<file path="src/rtl/gpio_irq_pkg.sv">
package gpio_irq_pkg;
  localparam int unsigned NPINS_DEF = 8;

  // Level qualification: 1 where the source sits at its active level.
  function automatic logic [NPINS_DEF-1:0] lvl_active(
    input logic [NPINS_DEF-1:0] src,
    input logic [NPINS_DEF-1:0] pol
  );
    return ~(src ^ pol);
  endfunction

  // Edge qualification between the current and the previous synchronized sample.
  function automatic logic [NPINS_DEF-1:0] edge_active(
    input logic [NPINS_DEF-1:0] cur,
    input logic [NPINS_DEF-1:0] prev,
    input logic [NPINS_DEF-1:0] pol
  );
    return (cur ^ prev) & ~(cur ^ pol);
  endfunction
endpackage

</file>
<file path="src/rtl/gpio_irq_sync.sv">
module gpio_irq_sync #(
  parameter int unsigned NPINS = 8
) (
  input  logic             clk,
  input  logic             rst_n,
  input  logic [NPINS-1:0] pin_i,
  output logic [NPINS-1:0] sync_o,
  output logic [NPINS-1:0] prev_o
);
  logic [NPINS-1:0] stage1;

  always_ff @(posedge clk or negedge rst_n) begin
    if (!rst_n) begin
      stage1 <= '0;
      sync_o <= '0;
      prev_o <= '0;
    end else begin
      stage1 <= pin_i;
      sync_o <= stage1;
      prev_o <= sync_o;
    end
  end
endmodule

</file>
<file path="src/rtl/gpio_irq_cell.sv">
module gpio_irq_cell (
  input  logic clk,
  input  logic rst_n,
  input  logic en_i,
  input  logic is_edge_i,
  input  logic lvl_hit_i,
  input  logic edge_hit_i,
  input  logic clr_i,
  output logic raw_o
);
  logic held;

  // A new edge wins over a clear in the same cycle.
  always_ff @(posedge clk or negedge rst_n) begin
    if (!rst_n)                  held <= 1'b0;
    else if (!en_i || !is_edge_i) held <= 1'b0;
    else                         held <= (held & ~clr_i) | edge_hit_i;
  end

  always_comb begin
    raw_o = en_i & (is_edge_i ? held : lvl_hit_i);
  end
endmodule

</file>
<file path="src/rtl/gpio_irq_merge.sv">
module gpio_irq_merge #(
  parameter int unsigned NPINS = 8
) (
  input  logic [NPINS-1:0] raw_i,
  input  logic [NPINS-1:0] mask_i,
  output logic [NPINS-1:0] fin_o,
  output logic             any_o
);
  always_comb begin
    fin_o = raw_i & ~mask_i;
    any_o = |fin_o;
  end
endmodule

</file>
<file path="src/rtl/gpio_irq_detect.sv">
module gpio_irq_detect #(
  parameter int unsigned NPINS = 8
) (
  input  logic             clk,
  input  logic             rst_n,
  input  logic [NPINS-1:0] pin_i,
  input  logic [NPINS-1:0] irq_en_i,
  input  logic [NPINS-1:0] irq_mask_i,
  input  logic [NPINS-1:0] irq_edge_i,
  input  logic [NPINS-1:0] irq_pol_i,
  input  logic             lvl_sync_i,
  input  logic [NPINS-1:0] clr_i,
  output logic [NPINS-1:0] raw_stat_o,
  output logic [NPINS-1:0] fin_stat_o,
  output logic             irq_o
);
  import gpio_irq_pkg::*;

  logic [NPINS-1:0] pin_sync;
  logic [NPINS-1:0] pin_prev;
  logic [NPINS-1:0] lvl_src;
  logic [NPINS-1:0] lvl_hit;
  logic [NPINS-1:0] edge_evt;

  gpio_irq_sync #(.NPINS(NPINS)) u_sync (
    .clk    (clk),
    .rst_n  (rst_n),
    .pin_i  (pin_i),
    .sync_o (pin_sync),
    .prev_o (pin_prev)
  );

  always_comb begin
    lvl_src  = lvl_sync_i ? pin_sync : pin_i;
    lvl_hit  = lvl_active(lvl_src, irq_pol_i);
    edge_evt = edge_active(pin_sync, pin_prev, irq_pol_i);
  end

  for (genvar g = 0; g < NPINS; g++) begin : g_cell
    gpio_irq_cell u_cell (
      .clk        (clk),
      .rst_n      (rst_n),
      .en_i       (irq_en_i[g]),
      .is_edge_i  (irq_edge_i[g]),
      .lvl_hit_i  (lvl_hit[g]),
      .edge_hit_i (edge_evt[g]),
      .clr_i      (clr_i[g]),
      .raw_o      (raw_stat_o[g])
    );
  end

  gpio_irq_merge #(.NPINS(NPINS)) u_merge (
    .raw_i  (raw_stat_o),
    .mask_i (irq_mask_i),
    .fin_o  (fin_stat_o),
    .any_o  (irq_o)
  );
endmodule

</file>
<file path="config.mk">
export PLATFORM = sky130hd
export DESIGN_NAME = gpio_irq_detect
export DESIGN_NICKNAME = d
export VERILOG_FILES = /design/src/rtl/gpio_irq_pkg.sv /design/src/rtl/gpio_irq_sync.sv /design/src/rtl/gpio_irq_cell.sv /design/src/rtl/gpio_irq_merge.sv /design/src/rtl/gpio_irq_detect.sv
export SDC_FILE = /design/constraint.sdc
export NUM_CORES = 1
export LEC_CHECK = 0
export BUFFER_PORTS_ARGS = -buffer_cell sky130_fd_sc_hd__clkbuf_2
export CAP_MARGIN = 20
export CORE_ASPECT_RATIO = 0.5
export CORE_UTILIZATION = 41
export DETAILED_ROUTE_END_ITERATION = 10
export GPL_ROUTABILITY_DRIVEN = 0
export GPL_TIMING_DRIVEN = 1
export PLACE_DENSITY = 0.75
export SLEW_MARGIN = 30
export SYNTH_ARGS = -nofsm -noshare
export SYNTH_HDL_FRONTEND = slang
export SYNTH_HIERARCHICAL = 1
export SYNTH_SLANG_ARGS = --single-unit
</file>
<file path="constraint.sdc">
create_clock -name clk -period 2.3 [get_ports clk]
set_clock_uncertainty 0.2 [all_clocks]
set_input_delay 0.575 -clock clk [delete_from_list [all_inputs] [get_ports clk]]
set_output_delay 0.575 -clock clk [all_outputs]
set_load 0.005 [all_outputs]
</file>
* Yosys cells after proc, flatten, opt, wreduce, memory -nomap -nowiden
Index checks and enable logic that the tools add are counted.
Cells by class: mux-type cells 17, bitwise gates (word level) 40, reduce and logical (&&, ||, !) cells 25
Operators by type and width (number):
- $not A8 Y8 | 3
- $xor A8 B8 Y8 | 3
- $and A1 B1 Y1 | 16
- $and A8 B8 Y8 | 2
- $logic_not A1 Y1 | 16
- $mux W1 | 16
- $logic_or A1 B1 Y1 | 8
- $mux W8 | 1
- $not A1 Y1 | 8
- $or A1 B1 Y1 | 8
- $reduce_or A8 Y1 | 1
Storage, ports and cells: bits in registers 32, output and inout port bits 17

* Longest topological paths before layout
depth in word-level cells 7, depth in mapped cells 8

* Modules after synthesis
The synthesis kept the hierarchy.
Modules (own cells, without submodules):
- gpio_irq_sync | instances 1, cells an instance 24, area each 600.6 um^2, sequential area each 600.6 um^2
- gpio_irq_cell | instances 8, cells an instance 5, area each 57.6 um^2, sequential area each 25.0 um^2
- gpio_irq_detect | instances 1, cells an instance 41, area each 291.5 um^2, sequential area each 0.0 um^2
- gpio_irq_merge | instances 1, cells an instance 11, area each 96.3 um^2, sequential area each 0.0 um^2

* Worst setup path after synthesis
No wires, ideal clock.
path kind input to output, from input port lvl_sync_i, to output port irq_o, arrival 1.638 ns, required time 1.525 ns, setup slack -0.113 ns, stages 8, buffers on the path 1, path through buf_6 mux2i_1 xor2_1 mux2i_1 nor2b_1 nor2b_4 nor4_1 nand2_1
On the way: longest elaborated chain between the ends 7
RTL lines:
- from (decl) | line gpio_irq_detect.sv:11 | input logic lvl_sync_i,
- $mux W8 | line gpio_irq_detect.sv:34 | lvl_src = lvl_sync_i ? pin_sync : pin_i;
- $xor A8 B8 Y8 | line gpio_irq_pkg.sv:9 | return ~(src ^ pol);
- $not A8 Y8 | line gpio_irq_pkg.sv:9
- via lvl_hit[6] | line gpio_irq_detect.sv:22 | logic [NPINS-1:0] lvl_hit;
- $mux W1 | line gpio_irq_cell.sv:21 | raw_o = en_i & (is_edge_i ? held : lvl_hit_i);
- $and A1 B1 Y1 | line gpio_irq_cell.sv:21
- via raw_stat_o[6] | line gpio_irq_detect.sv:13 | output logic [NPINS-1:0] raw_stat_o,
- $and A8 B8 Y8 | line gpio_irq_merge.sv:10 | fin_o = raw_i & ~mask_i;
- via fin_stat_o[6] | line gpio_irq_detect.sv:14 | output logic [NPINS-1:0] fin_stat_o,
- $reduce_or A8 Y1 | line gpio_irq_merge.sv:11 | any_o = |fin_o;
- to (decl) | line gpio_irq_detect.sv:15 | output logic irq_o
The timed path passes the listed nets, and every way through them passes these cells.

* Worst setup path in the final report
from input port lvl_sync_i, to output port irq_o
On the way: longest elaborated chain between the ends 7
RTL lines (line):
- $mux W8 | gpio_irq_detect.sv:34
- $xor A8 B8 Y8 | gpio_irq_pkg.sv:9
- $not A8 Y8 | gpio_irq_pkg.sv:9
- via lvl_hit[1] | gpio_irq_detect.sv:22
- $mux W1 | gpio_irq_cell.sv:21
- $and A1 B1 Y1 | gpio_irq_cell.sv:21
- $and A8 B8 Y8 | gpio_irq_merge.sv:10
- $reduce_or A8 Y1 | gpio_irq_merge.sv:11
The timed path passes the listed nets, and every way through them passes these cells.

==> out/metrics.csv <==
metric,value,unit
status,"complete, but fails checks",
violated checks,negative setup slack,
"Power, Total",0.00137,W
clock edge transition at the registers on the reported setup and hold paths,0.07,ns
Synth Area in Adders,0,%
largest net degree at the start of global routing,19,
Worst EP arrival,1.87,ns
final design area excluding fillers,0.00220,mm²
total met2 wirelength after detailed routing,1730,µm
number of cell rows,14,
total I/O pin count,68,
"Seq/Total Area, Yosys",55.3,%
Top Layer Used,met4,
remaining global-route overflow,0,
endpoints failing hold,0,
Clock Sinks,32,
worst-skew pair later-pin latency,0.29,ns
die outline area,0.00379,mm²
RSZ-0062 raised after global routing,yes,
Internal,0.00104,W
pwr/cell area,621,mW/mm²
top cells by area in the synthesized netlist,"dfrtp_1, mux2i_1, nor2b_1",
min cycle time layout,2.64,ns
clock tree from TritonCTS,built,
fraction of final layout cells with drive strength greater than 1,50.5,%
post-synthesis cell count,116,
met3 wire length,128,µm
path class of the lowest-slack min-delay path,input pin to asynchronous set/reset pin,
peak ir drop on the vdd network,360,µV
share of total power in sequential cells,44.1,%
number of DRC violations after detailed-routing iteration 0,36,
worst relative slew slack,70.8,%
total negative slack for setup checks,-2.20,ns
hpwl dp,2420,µm
vias in the first global route,1188,
horizontal extent of the die,86.1,µm
area share of xor/xnor cells in the synthesized design,4.84,%
maximum number of buffers from clock root to sink,2,
maximum frequency from static timing analysis,378,MHz
net total in the final layout,262,
Pleak,1.21,nW
NetSw,0.000325,W
Synth Net Count,167,
DRT met1 WL,1350,µm
routed length per instance,12.7,µm
startpoint class of the critical path,input pin,
post-route setup slack,-0.342,ns
area growth from synthesis to final layout,51.7,%
first-pass iteration count of the detailed router,4,
warning count from the yosys run,6,
root buffer cell,clkbuf_8,
switching power as a share of total power,23.8,%
Max Cap Violations,0,
number of hold-repair buffers added at the cts stage,0,
mean post-synth cell area,12.5,µm²
dpl cells,245,
number of max-slew violations in the final report,0,
Yosys top cell by area,dfrtp_1,
worst-margin pin slew,0.439,ns
Die Span Y,44.0,µm
number of register bits inferred by synthesis,32,
number of buffers created by CTS,5,
crit share post-route,115,%
Core Footprint,0.00317,mm²
Total Routed Length,3300,µm
distinct cell type count after synthesis,11,
type of the worst setup path,input pin to primary output,
DRC violation count after routing,0,
vias per cell,4.65,
fin cells,260,
effective utilization at floorplan,45.7,%
H-tree level count,2,
area after detailed placement,0.00195,mm²
"Data required, critical path",1.52,ns
post-synth top area share,55.3,%
logic gate share of total power,16.4,%
number of endpoints failing setup at the final stage,15,
nature of the critical path endpoint,primary output,
mux contribution to synthesized area,11.1,%
Critical Path Fanout Max,8,
GRT Overall Usage,19.3,%
detailed-route via count,1208,
combined area of all synthesized cells,0.00145,mm²
global-route wire length before repair,5220,µm
number of inserted diodes,0,
total of fill cells in the finished design,226,
quantity of I/O buffers inserted on ports,67,
"basic-gate share of the synthesized area counting and, or, nand and nor cells",19.1,%
residual antenna-violating net count after detailed routing,0,
combinational family with the most area after synthesis,simple AND/OR/NAND/NOR gates,
compound-gate portion of the synthesized area,8.98,%
clock share of power,39.5,%
number of antenna violations at the first check in global routing,0,
per-layer routing:
layer | track usage [%] | vias up
met3 | 6.53 | 11
met5 | 0 | -
li1 | - | 596
met2 | 33.0 | 26
met4 | 12.0 | 0
met1 | 21.7 | 575
repair_timing:
item	in CTS	in global routing
pin swaps	8	1
setup buffers	5	4
setup endpoints to repair	17	15
gates resized for setup	14	8
layout by cell type, fill, tap and decap left out:
master	instances
buf_4	21
nor2b_1	16
nand2b_1	8
buf_6	3
nor2b_2	1
buf_2	3
clkbuf_8	5
nor4_4	1
o22ai_1	8
mux2i_4	1
clkinv_2	1
clkbuf_1	1
clkbuf_16	1
bufinv_16	1
dfrtp_1	32
xor2_1	8
clkbuf_2	61
o211a_1	8
mux2i_1	14
nor2b_4	7
mux2i_2	1
nand2_1	9
nor4_1	1
final timing paths:
path | startpoint | endpoint | slack [ns] | depth (start not counted)
max | lvl_sync_i | irq_o | -0.34 | 10
min | rst_n | u_sync/sync_o[2] | 0.01 | 1
max reg2reg | u_sync/sync_o[3] | g_cell[3].u_cell/held | 1.03 | 4
min reg2reg | u_sync/stage1[7] | u_sync/sync_o[7] | 0.15 | 0
max in group asynchronous | rst_n | g_cell[4].u_cell/held | 1.41 | 2
min in group clk | u_sync/stage1[7] | u_sync/sync_o[7] | 0.15 | 0
final cells by class:
cell class / instances / area (µm²) / area share (%)
clock inverters: 2 / 35.0 / 1.59
multi-input cells: 83 / 693 / 31.5
repair buffers: 89 / 537 / 24.4
well taps: 48 / 60.1 / 2.73
flip-flops and latches: 32 / 801 / 36.4
clock buffers: 6 / 72.6 / 3.30
power groups by stage:
stage          Combinational [W]  Clock, W  Sequential (W)
4_1_cts                 0.000216  0.000544        0.000602
2_1_floorplan          0.0000822         0        0.000610
6_report                0.000224  0.000539        0.000603
5_1_grt                 0.000246  0.000576        0.000606
3_3_place_gp            0.000189         0        0.000610
3_5_place_dp            0.000193         0        0.000613
metrics by stage:
stage	setup WS, ns	utilization [%]	hold WS [ns]
global placement	-0.544	61.4	0.132
finish	-0.342	69.3	0.0112
CTS	-0.375	68.0	0.0198
global route	-0.431	69.3	0.0369
detailed placement	-0.659	61.4	0.135
floorplan	-0.0992	-	0.0794
logic make-up after synthesis:
| logic type | Yosys count |
|---|---|
| AO/OA/AOI/OAI | 16 |
| multiplexers | 16 |
| buffers and inverters | 1 |
| flip-flops | 32 |
| XOR/XNOR | 8 |
| AND/OR/NAND/NOR | 43 |
state kept, by name, summed over array words and instances, names as in the netlist:
register,flops
g_cell.u_cell/held,8
u_sync/prev_o,8
u_sync/stage1,8
u_sync/sync_o,8
synth_stat cells, drive strengths merged:
master  instances
dfrtp          32
mux2i          16
nor4            2
nand2           9
o211a           8
o22ai           8
nand2b          8
nor2b          24
xor2            8
buf             1
critical path, cell delays in order:
cell,delay [ns]
clkbuf_16,0.15
buf_4,0.14
mux2i_2,0.14
xor2_1,0.15
mux2i_1,0.13
nor2b_1,0.07
nor2b_4,0.14
nor4_4,0.20
nand2_1,0.07
clkbuf_2,0.11
Note: power is estimated with default switching activity, not from simulation.
